$ cat config.mk
export PLATFORM = sky130hd
export DESIGN_NAME = psram_burst
export DESIGN_NICKNAME = d
export VERILOG_FILES = /design/src/rtl/psram_pkg.sv /design/src/rtl/psram_cycle_dec.sv /design/src/rtl/psram_burst_seq.sv /design/src/rtl/psram_lane_array.sv /design/src/rtl/psram_burst.sv
export SDC_FILE = /design/constraint.sdc
export NUM_CORES = 2
export LEC_CHECK = 0
export ABC_CLOCK_PERIOD_IN_PS = 2300
export BUFFER_PORTS_ARGS = -buffer_cell sky130_fd_sc_hd__buf_2
export CELL_PAD_IN_SITES_DETAIL_PLACEMENT = 1
export CELL_PAD_IN_SITES_GLOBAL_PLACEMENT = 1
export CORE_ASPECT_RATIO = 0.9
export CORE_UTILIZATION = 50
export CTS_CLUSTER_DIAMETER = 50
export DETAILED_ROUTE_END_ITERATION = 10
export PLACE_DENSITY_LB_ADDON = 0.1
export SYNTH_ARGS = -nofsm -noshare
export SYNTH_HDL_FRONTEND = slang
export SYNTH_SLANG_ARGS = --single-unit
$ cat constraint.sdc
create_clock -name clk -period 2.3 [get_ports clk]
set_input_delay 0.345 -clock clk [delete_from_list [all_inputs] [get_ports clk]]
set_output_delay 0.345 -clock clk [all_outputs]
set_load 0.03 [all_outputs]
$ cat src/rtl/psram_pkg.sv
package psram_pkg;

  typedef enum logic {
    ORDER_LINEAR     = 1'b0,
    ORDER_INTERLEAVE = 1'b1
  } burst_order_e;

  // Low two address bits for a given burst step.
  function automatic logic [1:0] burst_low(input logic [1:0] base,
                                           input logic [1:0] cnt,
                                           input burst_order_e ord);
    logic [1:0] r;
    if (ord == ORDER_INTERLEAVE) r = base ^ cnt;
    else                         r = 2'(base + cnt);
    return r;
  endfunction

endpackage

$ cat src/rtl/psram_cycle_dec.sv
module psram_cycle_dec #(
  parameter int LANES = 4
) (
  input  logic             start_host,
  input  logic             start_ctl,
  input  logic             burst_adv,
  input  logic             wr_all,
  input  logic             wr_lanes_en,
  input  logic [LANES-1:0] lane_wr,
  input  logic             sel_a,
  input  logic             sel_b,
  input  logic             sel_c,
  input  logic             burst_open,
  output logic             load,
  output logic             step,
  output logic             close,
  output logic             acc,
  output logic             wr,
  output logic [LANES-1:0] lanes
);

  logic chip_on;
  logic host_go;
  logic ctl_go;
  logic cont;
  logic wr_req;

  always_comb begin
    chip_on = sel_a & sel_b & sel_c;
    host_go = start_host & chip_on;
    ctl_go  = start_ctl & chip_on & ~host_go;
    load    = host_go | ctl_go;
    close   = start_ctl & ~chip_on;
    cont    = burst_open & ~start_ctl & ~host_go;
    step    = cont & burst_adv;
    acc     = load | cont;
    wr_req  = wr_all | (wr_lanes_en & (|lane_wr));
    wr      = acc & ~host_go & wr_req;
    if (wr_all)           lanes = '1;
    else if (wr_lanes_en) lanes = lane_wr;
    else                  lanes = '0;
  end

endmodule

$ cat src/rtl/psram_burst_seq.sv
module psram_burst_seq
  import psram_pkg::*;
#(
  parameter int AW = 6
) (
  input  logic          clk,
  input  logic          rst,
  input  logic          load,
  input  logic          step,
  input  logic          close,
  input  burst_order_e  order,
  input  logic [AW-1:0] addr_in,
  output logic          burst_open,
  output logic [AW-1:0] cur_addr
);

  logic [AW-1:0] base_q;
  logic [1:0]    cnt_q;
  logic          open_q;
  logic [1:0]    cnt_use;

  always_ff @(posedge clk) begin
    if (rst) begin
      base_q <= '0;
      cnt_q  <= '0;
      open_q <= 1'b0;
    end else begin
      if (load) begin
        base_q <= addr_in;
        cnt_q  <= 2'd0;
        open_q <= 1'b1;
      end else begin
        if (step)  cnt_q  <= 2'(cnt_q + 2'd1);
        if (close) open_q <= 1'b0;
      end
    end
  end

  always_comb begin
    cnt_use = step ? 2'(cnt_q + 2'd1) : cnt_q;
    if (load) cur_addr = addr_in;
    else      cur_addr = {base_q[AW-1:2], burst_low(base_q[1:0], cnt_use, order)};
  end

  assign burst_open = open_q;

  // an advance moves the burst count by exactly one
  a_r10_step_count: assert property (@(posedge clk) disable iff (rst)
    (step && !load) |=> (cnt_q == 2'($past(cnt_q) + 2'd1)));

  // without advance or start, the burst position does not move
  a_r12_hold_position: assert property (@(posedge clk) disable iff (rst)
    (!step && !load) |=> ($stable(cnt_q) && $stable(base_q)));

  // a deselecting controller start closes the burst
  a_r5_burst_closed: assert property (@(posedge clk) disable iff (rst)
    (close && !load) |=> !open_q);

endmodule

$ cat src/rtl/psram_lane_array.sv
module psram_lane_array #(
  parameter int AW     = 6,
  parameter int LANES  = 4,
  parameter int LANE_W = 9
) (
  input  logic                    clk,
  input  logic                    rst,
  input  logic                    acc_i,
  input  logic                    wr_i,
  input  logic [LANES-1:0]        lanes_i,
  input  logic [AW-1:0]           addr_i,
  input  logic [LANES*LANE_W-1:0] wdata_i,
  output logic [LANES*LANE_W-1:0] rdata_o,
  output logic                    rvalid_o
);

  localparam int DEPTH = 1 << AW;

  logic rd_en;
  assign rd_en = acc_i & ~wr_i;

  for (genvar l = 0; l < LANES; l++) begin : g_lane
    logic [LANE_W-1:0] mem [DEPTH];
    logic [LANE_W-1:0] rd_q;

    always_ff @(posedge clk) begin
      if (acc_i && wr_i && lanes_i[l])
        mem[addr_i] <= wdata_i[l*LANE_W +: LANE_W];
      if (rd_en)
        rd_q <= mem[addr_i];
    end

    assign rdata_o[l*LANE_W +: LANE_W] = rd_q;
  end

  always_ff @(posedge clk) begin
    if (rst) rvalid_o <= 1'b0;
    else     rvalid_o <= rd_en;
  end

  // a captured read fills the output register on the next edge
  a_r2_read_lands: assert property (@(posedge clk) disable iff (rst)
    (acc_i && !wr_i) |=> rvalid_o);

  // a write cycle leaves the output register empty
  a_r2_write_idle: assert property (@(posedge clk) disable iff (rst)
    (acc_i && wr_i) |=> !rvalid_o);

  // a write always names at least one lane
  a_r8_lanes_named: assert property (@(posedge clk) disable iff (rst)
    (acc_i && wr_i) |-> (lanes_i != '0));

endmodule

$ cat src/rtl/psram_burst.sv
module psram_burst
  import psram_pkg::*;
#(
  parameter int AW     = 6,
  parameter int LANES  = 4,
  parameter int LANE_W = 9
) (
  input  logic                    clk,
  input  logic                    rst,
  input  logic                    order_sel,
  input  logic                    sel_a,
  input  logic                    sel_b,
  input  logic                    sel_c,
  input  logic                    start_host,
  input  logic                    start_ctl,
  input  logic                    burst_adv,
  input  logic                    wr_all,
  input  logic                    wr_lanes_en,
  input  logic [LANES-1:0]        lane_wr,
  input  logic [AW-1:0]           addr,
  input  logic [LANES*LANE_W-1:0] wdata,
  input  logic                    oe,
  output logic [LANES*LANE_W-1:0] rdata,
  output logic                    rdata_vld
);

  localparam int DW = LANES * LANE_W;

  logic             load, step, close, acc, wr, burst_open;
  logic [LANES-1:0] lanes;
  logic [AW-1:0]    cur_addr;

  logic             s1_acc, s1_wr;
  logic [LANES-1:0] s1_lanes;
  logic [AW-1:0]    s1_addr;
  logic [DW-1:0]    s1_wdata;

  logic [DW-1:0]    arr_rdata;
  logic             arr_rvalid;

  psram_cycle_dec #(.LANES(LANES)) u_dec (
    .start_host (start_host),
    .start_ctl  (start_ctl),
    .burst_adv  (burst_adv),
    .wr_all     (wr_all),
    .wr_lanes_en(wr_lanes_en),
    .lane_wr    (lane_wr),
    .sel_a      (sel_a),
    .sel_b      (sel_b),
    .sel_c      (sel_c),
    .burst_open (burst_open),
    .load       (load),
    .step       (step),
    .close      (close),
    .acc        (acc),
    .wr         (wr),
    .lanes      (lanes)
  );

  psram_burst_seq #(.AW(AW)) u_seq (
    .clk       (clk),
    .rst       (rst),
    .load      (load),
    .step      (step),
    .close     (close),
    .order     (burst_order_e'(order_sel)),
    .addr_in   (addr),
    .burst_open(burst_open),
    .cur_addr  (cur_addr)
  );

  // Input capture stage
  always_ff @(posedge clk) begin
    if (rst) begin
      s1_acc   <= 1'b0;
      s1_wr    <= 1'b0;
      s1_lanes <= '0;
      s1_addr  <= '0;
      s1_wdata <= '0;
    end else begin
      s1_acc   <= acc;
      s1_wr    <= wr;
      s1_lanes <= lanes;
      s1_addr  <= cur_addr;
      s1_wdata <= wdata;
    end
  end

  psram_lane_array #(.AW(AW), .LANES(LANES), .LANE_W(LANE_W)) u_arr (
    .clk     (clk),
    .rst     (rst),
    .acc_i   (s1_acc),
    .wr_i    (s1_wr),
    .lanes_i (s1_lanes),
    .addr_i  (s1_addr),
    .wdata_i (s1_wdata),
    .rdata_o (arr_rdata),
    .rvalid_o(arr_rvalid)
  );

  assign rdata_vld = arr_rvalid & oe;
  assign rdata     = rdata_vld ? arr_rdata : '0;

  // with no burst open, an unselected cycle captures no access
  a_r4_unselected_idle: assert property (@(posedge clk) disable iff (rst)
    (!burst_open && !(sel_a && sel_b && sel_c)) |=> !s1_acc);

  // a selected host start is never captured as a write
  a_r6_host_reads: assert property (@(posedge clk) disable iff (rst)
    (start_host && sel_a && sel_b && sel_c) |=> !s1_wr);

  // a selected controller write with the all-lanes input covers every lane
  a_r7_all_lanes: assert property (@(posedge clk) disable iff (rst)
    (start_ctl && !start_host && wr_all && sel_a && sel_b && sel_c)
      |=> (s1_wr && (&s1_lanes)));

  // the bus is idle two edges after a deselecting controller start
  a_r5_bus_idle: assert property (@(posedge clk) disable iff (rst)
    (start_ctl && !(sel_a && sel_b && sel_c)) |=> ##1 !rdata_vld);

endmodule

* After elaboration in Yosys (flattened, before gate mapping)
Memory sizes are Yosys's and may differ from the RTL's. A register that Yosys moved wholly into a read port is not among the register bits. Index checks and enable logic that the tools add are counted.
Word-level totals: register bits 58, RAM bits 2304, logic and storage cells 61, memories 4
Memory list:
- u_arr.g_lane[0].mem | depth 64, width 9, rd ports 1, clocked after memory_dff 1, wr ports 1, line psram_lane_array.sv:23 | logic [LANE_W-1:0] mem [DEPTH];
- u_arr.g_lane[1].mem | depth 64, width 9, rd ports 1, clocked after memory_dff 1, wr ports 1, line psram_lane_array.sv:23
- u_arr.g_lane[2].mem | depth 64, width 9, rd ports 1, clocked after memory_dff 1, wr ports 1, line psram_lane_array.sv:23
- u_arr.g_lane[3].mem | depth 64, width 9, rd ports 1, clocked after memory_dff 1, wr ports 1, line psram_lane_array.sv:23
Cells by class: $add $sub $neg 2, mux-type cells 16, bitwise gates (word level) 22, reductions and logical operators 8
Operators by type and width (count):
- 2-to-1 mux 36 bit | 1
- AND 1 bit | 14
- 2-to-1 mux 1 bit | 10
- 2-to-1 mux 4 bit | 2
- 2-to-1 mux 6 bit | 1
- logical AND 1 bit | 5
- 2-to-1 mux 2 bit | 2
- inverter 1 bit | 4
- OR reduction 4 bit | 1
- bitwise OR 1 bit | 3
- adder 2 x 1 -> 2 bit (second input constant) | 1
- adder 2 bit | 1
- nonzero test 2 bit | 1
- OR reduction 2 bit | 1
- XOR 2 bit | 1

* Logic depth before layout (Yosys ltp)
depth in word-level cells 10, mapped depth 12, gate-level depth less buffers 8

* Cells and area by module
A second synthesis with hierarchy kept.
Second synthesis, totals: cell total of the unflattened synthesis 5343, area total of the unflattened synthesis 91890.6 µm²
Modules (own cells, without submodules):
- psram_lane_array | instances 1, cells an instance 5144, area each 89783.6 µm²
- psram_burst | instances 1, cells an instance 144, area each 1586.5 µm²
- psram_burst_seq | instances 1, cells an instance 39, area each 421.7 µm²
- psram_cycle_dec | instances 1, cells an instance 16, area each 98.8 µm²

* Worst setup path before layout
No wires, ideal clock.
path kind flip-flop to flip-flop, start register s1_acc, end register u_arr.g_lane[0].rd_q[0], read port of u_arr.g_lane[0].mem, enable pin, library setup time 434 ps, data arrival time 2116 ps, path slack -250 ps, stages on the path, launching flop included 3, path buffers 1, cells stage by stage dfxtp_1 -> clkbuf_1 -> nor2b_1
Between the ends: cells in the longest elaborated chain, start to end 1
RTL lines:
- from (decl) | line psram_burst.sv:33 | logic s1_acc, s1_wr;
- from (signal assigned) | line psram_burst.sv:75 | s1_acc <= 1'b0;
- from (signal assigned) | line psram_burst.sv:81 | s1_acc <= acc;
- AND 1 bit | line psram_lane_array.sv:20 | assign rd_en = acc_i & ~wr_i;
- net u_arr.rd_en | line psram_lane_array.sv:19 | logic rd_en;
- to (decl) | line psram_lane_array.sv:24 | logic [LANE_W-1:0] rd_q;
The timed path passes the listed nets, and every way through them passes these cells. A chain may end at the register's enable or synchronous reset.

==> results.md <==
- CTS Root Cell: clkbuf_16
- Biggest area consumer among synthesized cells: edfxtp_1
- PortBufs: 94
- Leak: 40.5 nW
- Worst Setup End Kind: flip-flop
- Synth top area cells: edfxtp_1, mux4_2, mux2i_1, a221oi_1, mux2_2
- Failing checks: setup timing
- GR Util met1: 49.2%
- Ys async rst share: 0%
- Residual DRC: 0
- Wire length of the first global-routing pass: 480000 µm
- Routed WL: 362000 µm
- VDD IR max: 859 µV
- Hold Path Class: primary input to flip-flop
- Critical Path Start: s1_addr[2]
- Fillers: 15600
- Count leader, synth: edfxtp_1
- Global route overflow: 0
- CP peak stage delay: between 0.4 and 0.5 ns
- CTS clock-pin slew for the worst setup and hold paths: approximately 0.07 ns
- Type of the worst setup path: flip-flop to flip-flop
- CTS tree: done
- Mapped Nets: 5197
- Post-synth top area share: 75.8%
- Pwr Density: ~770 nW/µm²
- Crit path time final: 2.93 ns
- Final WS setup: -0.631 ns
- Cell count after synthesis: 5138
- EDFF count, synth: 2340
- Final Wtd Congestion: between 0.9 and 1
- I/O Pins: 95
- Worst reg2reg endpoint: u_arr.g_lane[3].rd_q[2]
- Ratio of cells with drive above 1 in the final layout: 36.9%
- Final setup viols: 1927
- Starting density of the core: 50.4%
- WP depth: 8
- FF+latch count, synth: ~2400
- Clock Path Buffers: 3
- Top fanout value on the critical path: 7
- DR iter-0 viols: 9080
- HPWL Detailed: 229000 µm
- Antenna Nets Post-Route: 0
- Row cnt: 149
- Final Slew Violations: 0
- Startpoint Class: flip-flop
- Ys flop type: edfxtp_1
- Outcome: finished, violations left
- Met3 Resource Use GR: 8.41%
- Sequential fraction of the synthesis area: roughly 77%
- Max H-tree Level: 4
- Drt via density: 6.69
- Core area: 184000 µm²
- Die height: 411 µm
- CP required: 2.94 ns
- Clk Latency, worst-skew pair: 0.92 ns
- Antenna violations before repair: 16
- Mapped cell area: 92700 µm²
- Final hold vios: 0
- Synth cell count leaders: edfxtp_1, nor2_1, mux2i_1
- Reg2reg start: s1_addr[2]
- Largest net degree at the start of global routing: 65
- RSZ-0062 raised after global routing: yes
- Worst clock skew: ~0.040 ns
- Routed len/inst: 39.5 µm
- Critical path buffer and inverter count: 3
- Nets: 6604
- Worst-path cell chain: buf_12, buf_8, mux2_2, a221o_1, a222oi_1, buf_4, o22ai_2, or4_1
- Overall Global Routing Usage: approximately 37%
- Worst Tran Pin Value: between 1 and 1.5 ns
- TritonCTS Sinks: between 2000 and 2500
- Critical Path AT: approximately 3.6 ns
- Total power: 0.0921 W
- Critical path capture point: u_arr.g_lane[3].rd_q[2]
- Crit-path slowest cell: dfxtp_4
- Yosys Warn Count: 0
- Total of max-cap violations: 0
- Worst rel slew slack: 20.7%
- Cell family with most CP delay: compound AO/OA/AOI/OAI gates
- Synth cell types: 79
- DR pass1 iterations: 7
- Period utilization: 127%
- Met2 GRT Util: 57.6%
- FF-to-FF path depth: 8
- Syn_area_per_cell: 18.0 µm²
- Vias in the first global route: around 60000
- R2r setup slk: -0.63 ns
- Die Wd: 456 µm
- Die Area: 187000 µm²
- Fmax: 0.341 GHz
- Vias: 61400
- P&R area growth vs syn: 29.7%
- Core Util, Final: 65.4%
- Layer with the highest usage: met2
- Num CTS Buffers: 236
[cell usage in the layout (no fill, tap or decap), drive strengths merged, types with 105 or more instances in the layout]
cell type	synthesis	layout
a21oi	144	144
a221oi	204	204
a22oi	175	175
buf	246	1436
clkbuf	110	305
clkinv	0	105
edfxtp	2340	2340
mux2	137	137
mux2i	341	341
mux4	169	169
nand2	179	179
nor2	376	377
o21ai	129	129
o22ai	119	119
[stage by stage]
stage                     setup WS [ns]  hold slack, ns  instance area [µm²]  std cells  TNS, ns
after global routing             -0.600          0.0817               120000       9169  -309.07
after floorplan                  -0.195           0.436                92800       5138  -292.50
after detailed placement         -0.974           0.454               106000       8398  -485.40
after global placement           -0.887           0.449               106000       8398  -412.24
after CTS                        -0.466          0.0143               117000       9001  -352.50
final                            -0.631          0.0660               120000       9175  -297.53
[where the power goes]
part / internal (W) / switching [W] / leakage [nW]
Sequential: 0.0480 / 0.000186 / 21.9
Clock: 0.0216 / 0.0173 / 3.72
Combinational: 0.00200 / 0.00297 / 14.8
Total: 0.0716 / 0.0205 / 40.5
[cell families after synthesis]
kind of cell	after synthesis	synth area share (%)
flip-flops	2398	77.0
AO/OA/AOI/OAI	960	7.48
AND/OR/NAND/NOR	769	3.71
multiplexers	647	9.46
buffers and inverters	359	2.29
XOR/XNOR	4	0.0378
adder cells (fa/ha/maj)	1	0.0135
[tightest hold or removal path: stages]
cell      delay, ns
buf_2          0.12
o2111a_1       0.21
nand2_1        0.10
a21oi_1        0.10
[final cells by class]
| cell class | instances | area, µm² | area share [%] |
|---|---|---|---|
| sequential | 2398 | 71500 | 59.4 |
| antenna | 10 | 25.0 | 0.0208 |
| clock inverter | 152 | 1430 | 1.19 |
| multi-input combinational | 2382 | 21500 | 17.9 |
| clock buffer | 290 | 6200 | 5.15 |
| timing repair buffer | 1524 | 16600 | 13.8 |
| tap | 2416 | 3020 | 2.51 |
| inverter | 3 | 26.3 | 0.0218 |
[metal layers]
layer  up-vias  wire length [µm]
met5         -               151
met4        22             21500
met3       998             39500
met2      4481            168000
met1     32100            134000
li1      23800                 -
[worst min path at each step]
stage	startpoint	to	slack, ns	cells after the start
global route	burst_adv	u_seq.cnt_q[0]	0.08	4
detailed placement	u_seq.base_q[4]	u_seq.base_q[4]	0.45	2
global placement	u_seq.base_q[0]	u_seq.base_q[0]	0.45	2
floorplan	u_seq.base_q[2]	s1_addr[2]	0.44	2
finish	sel_a	u_seq.base_q[3]	0.07	4
CTS	sel_a	u_seq.base_q[3]	0.01	4
[state kept, by name, indices dropped and copies added, names as in the netlist, 2 cells and up]
register and flops:
s1_wdata 36, s1_addr 6, u_arr.g_lane.rd_q 36, u_seq.cnt_q 2, s1_lanes 4, u_arr.g_lane.mem 2304, u_seq.base_q 6
[repair_timing]
item                                   in CTS  in global routing
endpoints found under the hold margin      56                  0
setup buffers                              80                149
gates cloned                               12                 24
resized for setup                         361                414
pin swaps                                  89                141
setup endpoints to repair                2244               2191
hold buffers                               73                  0
Note: power is estimated with default switching activity, not from simulation.
